[config.mk]
export PLATFORM = sky130hd
export DESIGN_NAME = mshr_array
export DESIGN_NICKNAME = d
export VERILOG_FILES = /design/src/rtl/mshr_pkg.sv /design/src/rtl/mshr_line_match.sv /design/src/rtl/mshr_resp_store.sv /design/src/rtl/mshr_array.sv
export SDC_FILE = /design/constraint.sdc
export NUM_CORES = 1
export LEC_CHECK = 0
export ABC_CLOCK_PERIOD_IN_PS = 3800
export CORE_MARGIN = 5
export CORE_UTILIZATION = 60
export DETAILED_ROUTE_END_ITERATION = 12
export PLACE_DENSITY = 0.83
export SLEW_MARGIN = 20
export SYNTH_ARGS = -nofsm -noshare
export SYNTH_HDL_FRONTEND = slang
export SYNTH_SLANG_ARGS = --single-unit
[constraint.sdc]
create_clock -name clk_i -period 3.8 [get_ports clk_i]
set_clock_uncertainty 0.1 [all_clocks]
set_input_delay 0.76 -clock clk_i [delete_from_list [all_inputs] [get_ports clk_i]]
set_output_delay 0.76 -clock clk_i [all_outputs]
set_load 0.01 [all_outputs]
[src/rtl/mshr_pkg.sv]
package mshr_pkg;

    // Life cycle of one outstanding-request entry
    typedef enum logic [1:0] {
        ENT_FREE   = 2'd0,  // slot available
        ENT_QUEUED = 2'd1,  // waiting to be sent on the bus
        ENT_WAIT   = 2'd2   // load sent, waiting for its fill
    } ent_state_e;

endpackage

[src/rtl/mshr_line_match.sv]
module mshr_line_match #(
    parameter int NUM_ENT = 4,
    parameter int LINE_W  = 27
) (
    input  logic [NUM_ENT-1:0][LINE_W-1:0] ent_line_i,
    input  logic [NUM_ENT-1:0]             ent_watch_i,
    input  logic [LINE_W-1:0]              probe_line_i,
    output logic                           hit_o
);

    logic [NUM_ENT-1:0] hit_vec;

    // One comparator per entry, qualified by the entry's watch flag
    for (genvar g = 0; g < NUM_ENT; g++) begin : g_cmp
        assign hit_vec[g] = ent_watch_i[g] && (ent_line_i[g] == probe_line_i);
    end

    assign hit_o = |hit_vec;

endmodule

[src/rtl/mshr_resp_store.sv]
module mshr_resp_store #(
    parameter int  NUM_ENT = 4,
    parameter int  DATA_W  = 32,
    parameter int  MSG_W   = 4,
    localparam int IDX_W   = $clog2(NUM_ENT)
) (
    input  logic              clk_i,
    input  logic              rst_ni,
    input  logic              fill_en_i,
    input  logic [IDX_W-1:0]  fill_idx_i,
    input  logic [DATA_W-1:0] fill_data_i,
    input  logic [MSG_W-1:0]  fill_msg_i,
    input  logic              rd_en_i,
    input  logic [IDX_W-1:0]  rd_idx_i,
    output logic              rd_valid_o,
    output logic [DATA_W-1:0] rd_data_o,
    output logic [MSG_W-1:0]  rd_msg_o
);

    typedef struct packed {
        logic [NUM_ENT-1:0]             vld;
        logic [NUM_ENT-1:0][DATA_W-1:0] data;
        logic [NUM_ENT-1:0][MSG_W-1:0]  msg;
    } slot_t;

    slot_t slot_d, slot_q;

    always_comb begin
        slot_d = slot_q;
        if (rd_en_i) begin
            slot_d.vld[rd_idx_i] = 1'b0;
        end
        // a fill arriving in the same cycle overrides the clear
        if (fill_en_i) begin
            slot_d.vld[fill_idx_i]  = 1'b1;
            slot_d.data[fill_idx_i] = fill_data_i;
            slot_d.msg[fill_idx_i]  = fill_msg_i;
        end
    end

    always_ff @(posedge clk_i) begin
        if (!rst_ni) begin
            slot_q <= '0;
        end else begin
            slot_q <= slot_d;
        end
    end

    assign rd_valid_o = slot_q.vld[rd_idx_i];
    assign rd_data_o  = slot_q.data[rd_idx_i];
    assign rd_msg_o   = slot_q.msg[rd_idx_i];

endmodule

[src/rtl/mshr_array.sv]
module mshr_array
    import mshr_pkg::*;
#(
    parameter int  NUM_ENT    = 4,
    parameter int  ADDR_W     = 32,
    parameter int  DATA_W     = 32,
    parameter int  MSG_W      = 4,
    parameter int  LINE_OFF_W = 5,
    localparam int IDX_W      = $clog2(NUM_ENT)
) (
    input  logic              clk_i,
    input  logic              rst_ni,
    input  logic              req_valid_i,
    input  logic              req_store_i,
    input  logic [ADDR_W-1:0] req_addr_i,
    input  logic [DATA_W-1:0] req_wdata_i,
    input  logic [MSG_W-1:0]  req_msg_i,
    input  logic              core_hold_i,
    output logic              stall_o,
    output logic [IDX_W-1:0]  alloc_idx_o,
    output logic              bus_req_o,
    input  logic              bus_gnt_i,
    output logic              bus_valid_o,
    output logic              bus_store_o,
    output logic [IDX_W-1:0]  bus_idx_o,
    output logic [ADDR_W-1:0] bus_addr_o,
    output logic [DATA_W-1:0] bus_wdata_o,
    output logic [MSG_W-1:0]  bus_msg_o,
    input  logic              fill_valid_i,
    input  logic [IDX_W-1:0]  fill_idx_i,
    input  logic [DATA_W-1:0] fill_data_i,
    input  logic [MSG_W-1:0]  fill_msg_i,
    input  logic              rd_en_i,
    input  logic [IDX_W-1:0]  rd_idx_i,
    output logic              rd_valid_o,
    output logic [DATA_W-1:0] rd_data_o,
    output logic [MSG_W-1:0]  rd_msg_o
);

    localparam int LINE_W = ADDR_W - LINE_OFF_W;

    typedef logic [IDX_W-1:0] idx_t;

    typedef struct packed {
        ent_state_e        st;
        logic              store;
        logic [ADDR_W-1:0] addr;
        logic [DATA_W-1:0] wdata;
        logic [MSG_W-1:0]  msg;
    } ent_t;

    typedef struct packed {
        ent_t [NUM_ENT-1:0] ent;
        idx_t               alloc;
        idx_t               drain;
        logic               bvalid;
        logic               bstore;
        idx_t               bidx;
        logic [ADDR_W-1:0]  baddr;
        logic [DATA_W-1:0]  bwdata;
        logic [MSG_W-1:0]   bmsg;
    } core_t;

    core_t state_d, state_q;

    function automatic idx_t step_idx(idx_t i);
        return (i == idx_t'(NUM_ENT - 1)) ? '0 : i + idx_t'(1);
    endfunction

    // per-entry views for the comparators and the checker
    logic [NUM_ENT-1:0][LINE_W-1:0] ent_line;
    logic [NUM_ENT-1:0]             ent_watch;
    logic [NUM_ENT-1:0]             ent_busy;

    for (genvar g = 0; g < NUM_ENT; g++) begin : g_view
        assign ent_line[g]  = state_q.ent[g].addr[ADDR_W-1:LINE_OFF_W];
        assign ent_watch[g] = (state_q.ent[g].st != ENT_FREE) && !state_q.ent[g].store;
        assign ent_busy[g]  = (state_q.ent[g].st != ENT_FREE);
    end

    logic line_hit;

    mshr_line_match #(
        .NUM_ENT (NUM_ENT),
        .LINE_W  (LINE_W)
    ) u_match (
        .ent_line_i   (ent_line),
        .ent_watch_i  (ent_watch),
        .probe_line_i (req_addr_i[ADDR_W-1:LINE_OFF_W]),
        .hit_o        (line_hit)
    );

    logic slot_taken;
    logic accept;
    logic send;
    logic fill_ok;
    ent_t head_ent;

    assign slot_taken = (state_q.ent[state_q.alloc].st != ENT_FREE);
    assign stall_o    = req_valid_i && (line_hit || slot_taken);
    assign accept     = req_valid_i && !line_hit && !slot_taken && !core_hold_i;
    assign head_ent   = state_q.ent[state_q.drain];
    assign bus_req_o  = (head_ent.st == ENT_QUEUED);
    assign send       = bus_req_o && bus_gnt_i;
    assign fill_ok    = fill_valid_i && (state_q.ent[fill_idx_i].st == ENT_WAIT);

    always_comb begin
        state_d        = state_q;
        state_d.bvalid = 1'b0;

        if (accept) begin
            state_d.ent[state_q.alloc].st    = ENT_QUEUED;
            state_d.ent[state_q.alloc].store = req_store_i;
            state_d.ent[state_q.alloc].addr  = req_addr_i;
            state_d.ent[state_q.alloc].wdata = req_wdata_i;
            state_d.ent[state_q.alloc].msg   = req_msg_i;
            state_d.alloc                    = step_idx(state_q.alloc);
        end

        if (send) begin
            state_d.bvalid = 1'b1;
            state_d.bstore = head_ent.store;
            state_d.bidx   = state_q.drain;
            state_d.baddr  = head_ent.addr;
            state_d.bwdata = head_ent.wdata;
            state_d.bmsg   = head_ent.msg;
            // write-through stores need no answer; loads wait for a fill
            state_d.ent[state_q.drain].st = head_ent.store ? ENT_FREE : ENT_WAIT;
            state_d.drain  = step_idx(state_q.drain);
        end

        if (fill_ok) begin
            state_d.ent[fill_idx_i].st = ENT_FREE;
        end
    end

    always_ff @(posedge clk_i) begin
        if (!rst_ni) begin
            state_q <= '0;
        end else begin
            state_q <= state_d;
        end
    end

    assign alloc_idx_o = state_q.alloc;
    assign bus_valid_o = state_q.bvalid;
    assign bus_store_o = state_q.bstore;
    assign bus_idx_o   = state_q.bidx;
    assign bus_addr_o  = state_q.baddr;
    assign bus_wdata_o = state_q.bwdata;
    assign bus_msg_o   = state_q.bmsg;

    mshr_resp_store #(
        .NUM_ENT (NUM_ENT),
        .DATA_W  (DATA_W),
        .MSG_W   (MSG_W)
    ) u_resp (
        .clk_i       (clk_i),
        .rst_ni      (rst_ni),
        .fill_en_i   (fill_ok),
        .fill_idx_i  (fill_idx_i),
        .fill_data_i (fill_data_i),
        .fill_msg_i  (fill_msg_i),
        .rd_en_i     (rd_en_i),
        .rd_idx_i    (rd_idx_i),
        .rd_valid_o  (rd_valid_o),
        .rd_data_o   (rd_data_o),
        .rd_msg_o    (rd_msg_o)
    );

endmodule

==> results of run 1 <==
## layer usage
layer	global-route usage (%)	vias up	part of all wire [%]
li1	-	8145	-
met1	36.2	8543	42
met2	44.1	630	48
met3	4.78	129	6.7
met4	9.95	8	3.2
met5	0	-	0.090
## metrics by stage
step | setup slack, ns | cell area [µm²]
global route | 0.0638 | 27200
detailed placement | -0.207 | 25400
CTS | 0.195 | 27200
floorplan | 0.999 | 23900
finish | 0.195 | 27200
global placement | -0.144 | 25400
## power by group through the flow
stage | combinational (mW) | sequential (mW) | clock, mW
finish | 0.938 | 5.48 | 5.20
floorplan | 0.665 | 5.57 | 0
global placement | 0.907 | 5.59 | 0
global route | 1.01 | 5.48 | 5.47
CTS | 0.937 | 5.48 | 5.27
detailed placement | 0.929 | 5.59 | 0
## cell usage after synthesis, drive strengths merged, types with 3 or more instances
cell type    number
nand4            13
a21boi          220
buf             155
nor4             28
nor2b             5
nand3b            4
dlygate4sd3      16
xor2             98
xnor2            10
mux2i           278
nand3             3
nand2           794
dfxtp           508
mux4            108
inv               5
o32ai             4
nor2             11
ha                8
nor3              7
clkbuf           96
o2111a            4
o21ai             5
## timing repair
| item | in CTS | in global routing |
|---|---|---|
| gates resized for setup | 14 | 0 |
| setup buffers | 0 | 0 |
| setup endpoints to repair | 1 | 0 |
## cell usage in the layout, fill, tap and decap left out, types with 4 or more instances in the layout
cell / n
o2111a_1: 4
xor2_1: 97
xnor2_1: 10
a21boi_0: 220
dlygate4sd2_1: 9
mux4_2: 107
nand4_1: 13
nand2_1: 793
o21ai_0: 4
clkdlybuf4s50_1: 217
nand3b_1: 4
nor2b_1: 5
buf_4: 43
dfxtp_1: 506
nor4_2: 9
clkinv_2: 13
inv_1: 5
clkbuf_1: 7
diode_2: 4
nor3_1: 6
mux2i_1: 278
clkbuf_8: 10
nor4_1: 18
ha_1: 8
o32ai_1: 4
buf_12: 19
clkbuf_16: 52
nor2_1: 10
bufinv_16: 5
## path summary, 6_finish.rpt
check	from	end	slack [ns]	cells past startpoint
min reg2reg	register	register	0.35	2
max reg2reg	state_q[217]$_SDFF_PN0_	register	1.13	7
max	req_addr_i[20]	stall_o	0.19	7
min	register	register	0.35	2
## cell families (layout without fill, tap and decap cells)
kind of cell	count (synthesis)	count (layout)
buffers and inverters	273	389
AOI/OAI and AO/OA	236	236
xor gates and xnor gates	108	108
and+or+nand+nor	873	873
DFF	508	508
muxes	386	386
adders and majority gates	8	8
other	0	4
## critical path, cell delays in order
cell	delay (ns)
clkdlybuf4s50_1	0.62
xor2_1	0.15
nor4_2	0.32
nand4_1	0.22
nor4_4	0.21
o31a_2	0.20
dlygate4sd2_1	0.28
## layout make-up
type	count	area [µm²]
repair buffers	290	2970
well taps	525	657
clock buffers	69	1470
inverters	5	18.8
clock inverters	25	280
flip-flops and latches	508	10200
fillers	2899	12400
diodes	4	10.0
multi-input cells	1611	11600
==> metrics.md, run 1 <==
| Metric | Value |
|---|---|
| Outcome | `complete, no violations` |
| Tmin final | `3.61 ns` |
| Clock Sinks | `508` |
| Synthesis-to-layout area growth | `13.8%` |
| Routed Antenna Nets | `0` |
| DR pass1 iterations | `6` |
| Synth top area share | `42.6%` |
| Int Power | `8.90 mW` |
| Post-synthesis compound-gate area fraction | `7.49%` |
| Drt drc | `0` |
| Placed Cells | `2939` |
| Top FF cell, synth | `dfxtp_1` |
| Vias in the first global route | `17600` |
| Peak supply drop | `399 µV` |
| Sw frac | `23.4%` |
| CTS tree | `built` |
| Initial antenna violation count | `7` |
| CP Class | `in -> out` |
| Die Ht | `209 µm` |
| Class of the worst hold path | `reg -> reg` |
| H-tree levels | `2` |
| Setup violators final | `0` |
| Flop pwr share | `47.1%` |
| PwrDens | `428 mW/mm²` |
| Peak Freq | `0.277 GHz` |
| Routability Congestion | `0.909` |
| Mapped cell area | `0.0239 mm²` |
| Ys Warns | `0` |
| Synth Net Count | `2516` |
| Post-synth EDFFs | `0` |
| Core outline area | `0.0395 mm²` |
| Area share of xor/xnor cells in the synthesized design | `3.99%` |
| Kind of end point of the critical path | `output port` |
| DIE WIDTH | `209 µm` |
| Simple-gate share of the synthesized area | `14.5%` |
| Unrepaired setup endpoints after global routing | `false` |
| Largest net degree at the start of global routing | `131` |
| TNS Setup | `0 ns` |
| Final hold violation count | `0` |
| Flops & latches, synth | `508` |
| Sequential share of the synthesized area | `42.6%` |
| Non-Filler Instances | `3037` |
| Worst-Skew Late Latency | `0.60 ns` |
| Post-DP HPWL | `40.2 mm` |
| Max Cap Viol | `0` |
| First-pass GRT wire length | `96.2 mm` |
| Initial Util | `60.4%` |
| Post-synthesis cell type count | `40` |
| Layout net count | `2591` |
| Switching power | `2.72 mW` |
| GRT Overall Usage | `27.0%` |
| CP Data Arrival Time | `2.75 ns` |
| Multiplexer area fraction after synthesis | `21.9%` |
| Largest area contributor in the netlist | `dfxtp_1` |
| Combinational fraction of design power | `8.1%` |
| Crit path launch type | `input port` |
| Gr ovfl total | `0` |
| Total chip power | `11.6 mW` |
| Boundary pin count | `229` |
| Post-Synth Adder-Cell Area | `0.419%` |
| Clk pwr share | `44.8%` |
| Initial drt markers | `1339` |
| Post-synth ARST share | `0%` |
| Worst slew margin relative to its limit | `33.4%` |
| Clk root buf | `clkbuf_16` |
| Syn Area/Cell | `9.98 µm²` |
| Post-CTS Hold Fix Bufs | `0` |
| CP required | `2.94 ns` |
| LEAKAGE | `9.24 nW` |
| Fin util | `68.7%` |
| Die ar. | `0.0439 mm²` |
| Worst hold slack | `0.355 ns` |
| Number of I/O port buffers | `228` |
| Routed vias/inst | `5.75` |
| Total CTS buffers | `51` |
| Clk pin slew, worst setup/hold paths | `0.06 ns` |
| Total Wirelength | `61.0 mm` |
| Drt wl/cell | `20.1 µm` |
| Tcrit/Tclk final | `94.9%` |
| Synth area leaders | `dfxtp_1 (43%), nand2_1 (12%), mux2i_1 (12%)` |
| CTS max path bufs | `3` |
| Worst Tran Pin Value | `0.999 ns` |
| Share of layout cells above drive strength 1 | `11.1%` |
| Largest family of logic cells by synthesized area | `multiplexers` |
| CP max FO | `5` |
| Vias | `17500` |
| Synthesized netlist cell count | `2392` |
| Rows | `73` |
| Slew Limit Fails | `0` |
(Power assumes the default switching activity.)
==> run 2: changes to the inputs <==
--- a/config.mk
+++ b/config.mk
@@ -6,6 +6,7 @@
 export NUM_CORES = 1
 export LEC_CHECK = 0
 export ABC_CLOCK_PERIOD_IN_PS = 3800
+export CAP_MARGIN = 30
 export CORE_MARGIN = 5
 export CORE_UTILIZATION = 60
 export DETAILED_ROUTE_END_ITERATION = 12
==> metrics.md, run 2 (same netlist as run 1, synthesis figures left out) <==
| Metric | Value |
|---|---|
| Clock Sinks | `508` |
| DIE WIDTH | `209 µm` |
| Routability Congestion | `0.909` |
| Switching power | `2.71 mW` |
| Int Power | `8.90 mW` |
| Final hold violation count | `0` |
| Most frequent cells in the layout | `nand2_1 (793), dfxtp_1 (506), mux2i_1 (278)` |
| Die Ht | `209 µm` |
| Worst Hold Depth | `2` |
| Layout net count | `2592` |
| CP Data Arrival Time | `2.79 ns` |
| DR pass1 iterations | `6` |
| Drt wl/cell | `20.1 µm` |
| Class of the worst hold path | `reg -> reg` |
| Number of I/O port buffers | `228` |
| Drt drc | `0` |
| Largest net degree at the start of global routing | `131` |
| Rows | `73` |
| Max Cap Viol | `0` |
| CP required | `2.94 ns` |
| Post-route cell area | `0.0272 mm²` |
| Worst-Skew Late Latency | `0.60 ns` |
| Clk root buf | `clkbuf_16` |
| Flop pwr share | `47.2%` |
| Area after DPL | `0.0254 mm²` |
| Boundary pin count | `229` |
| Worst hold slack | `0.354 ns` |
| Core outline area | `0.0395 mm²` |
| LEAKAGE | `9.25 nW` |
| Routed vias/inst | `5.73` |
| Worst slew margin relative to its limit | `35.6%` |
| CP Class | `in -> out` |
| Unrepaired setup endpoints after global routing | `false` |
| Setup violators final | `0` |
| Combinational fraction of design power | `8.1%` |
| Gr ovfl total | `0` |
| CTS tree | `built` |
| Crit path launch type | `input port` |
| Synthesis-to-layout area growth | `13.9%` |
| First-pass GRT wire length | `96.2 mm` |
| Vias in the first global route | `17600` |
| R2R depth | `7` |
| Outcome | `complete, no violations` |
| Peak Freq | `0.274 GHz` |
| Fin util | `68.7%` |
| Die ar. | `0.0439 mm²` |
| Vias | `17400` |
| Initial Util | `60.4%` |
| Routed Antenna Nets | `0` |
| Worst Tran Pin Value | `0.967 ns` |
| Initial drt markers | `1325` |
| RR Startpoint | `state_q[217]$_SDFF_PN0_` |
| Kind of end point of the critical path | `output port` |
| Initial antenna violation count | `6` |
| CTS max path bufs | `3` |
| Most common cell after layout, fill and taps aside | `nand2_1` |
| CP max FO | `5` |
| Clk pwr share | `44.7%` |
| Post-CTS Hold Fix Bufs | `0` |
| H-tree levels | `2` |
| Total Wirelength | `61.0 mm` |
| GRT Overall Usage | `27.0%` |
| Tcrit/Tclk final | `96.0%` |
| Sw frac | `23.4%` |
| PwrDens | `427 mW/mm²` |
| Total CTS buffers | `51` |
| Post-DP HPWL | `40.2 mm` |
| Share of layout cells above drive strength 1 | `11.2%` |
| Tmin final | `3.65 ns` |
| Slew Limit Fails | `0` |
| Peak supply drop | `398 µV` |
| Clk pin slew, worst setup/hold paths | `0.06 ns` |
| Setup slack, reg-to-reg | `1.14 ns` |
## run 2: routing by layer
layer	global-route usage [%]	vias up	wire [µm]
met2	44.1	578	29100
met1	36.2	8554	26100
met5	0	-	55
li1	-	8143	-
met4	9.95	8	1920
met3	4.78	126	3820
## run 2: final cells by class
cell class | count | area, µm²
fillers | 2898 | 12400
multi-input cells | 1611 | 11600
flip-flops and latches | 508 | 10200
repair buffers | 291 | 2990
clock buffers | 69 | 1470
well taps | 525 | 657
clock inverters | 25 | 280
inverters | 5 | 18.8
diodes | 3 | 7.51
## run 2: repair_timing
action | CTS | global route
endpoints found under the setup margin | 1 | 0
buffers inserted | 0 | 0
gates resized for setup | 14 | 0
## run 2: power by group through the flow
stage               Combinational, mW  Clock, mW  Sequential (mW)
finish                          0.939       5.20             5.48
global route                     1.01       5.47             5.48
floorplan                       0.665          0             5.57
detailed placement              0.929          0             5.59
global placement                0.907          0             5.59
CTS                             0.937       5.27             5.48
## run 2: worst max-delay path by stage
stage,slack [ns],to,depth (start not counted),start
after global placement,-0.14,stall_o,7,req_addr_i[5]
final,0.15,stall_o,9,req_addr_i[31]
after floorplan,1.0,stall_o,6,req_addr_i[31]
after global routing,0.06,stall_o,8,req_addr_i[9]
after CTS,0.20,stall_o,9,req_addr_i[31]
after detailed placement,-0.21,stall_o,7,req_addr_i[25]
## run 2: critical path, stage by stage
cell and delay, ns:
clkdlybuf4s50_1 0.39, buf_4 0.17, xor2_1 0.16, nor4_1 0.35, buf_4 0.18, nand4_1 0.10, o22ai_2 0.16, o31a_2 0.21
dlygate4sd2_1 0.28
## run 2: stage by stage
stage	setup slack [ns]	TNS, ns	instances	power, mW
after global routing	0.0638	0	3036	12.0
after global placement	-0.144	-0.144	2939	6.50
after CTS	0.195	0	3033	11.7
after detailed placement	-0.207	-0.207	2939	6.52
final	0.152	0	3037	11.6
after floorplan	0.999	0	2392	6.23
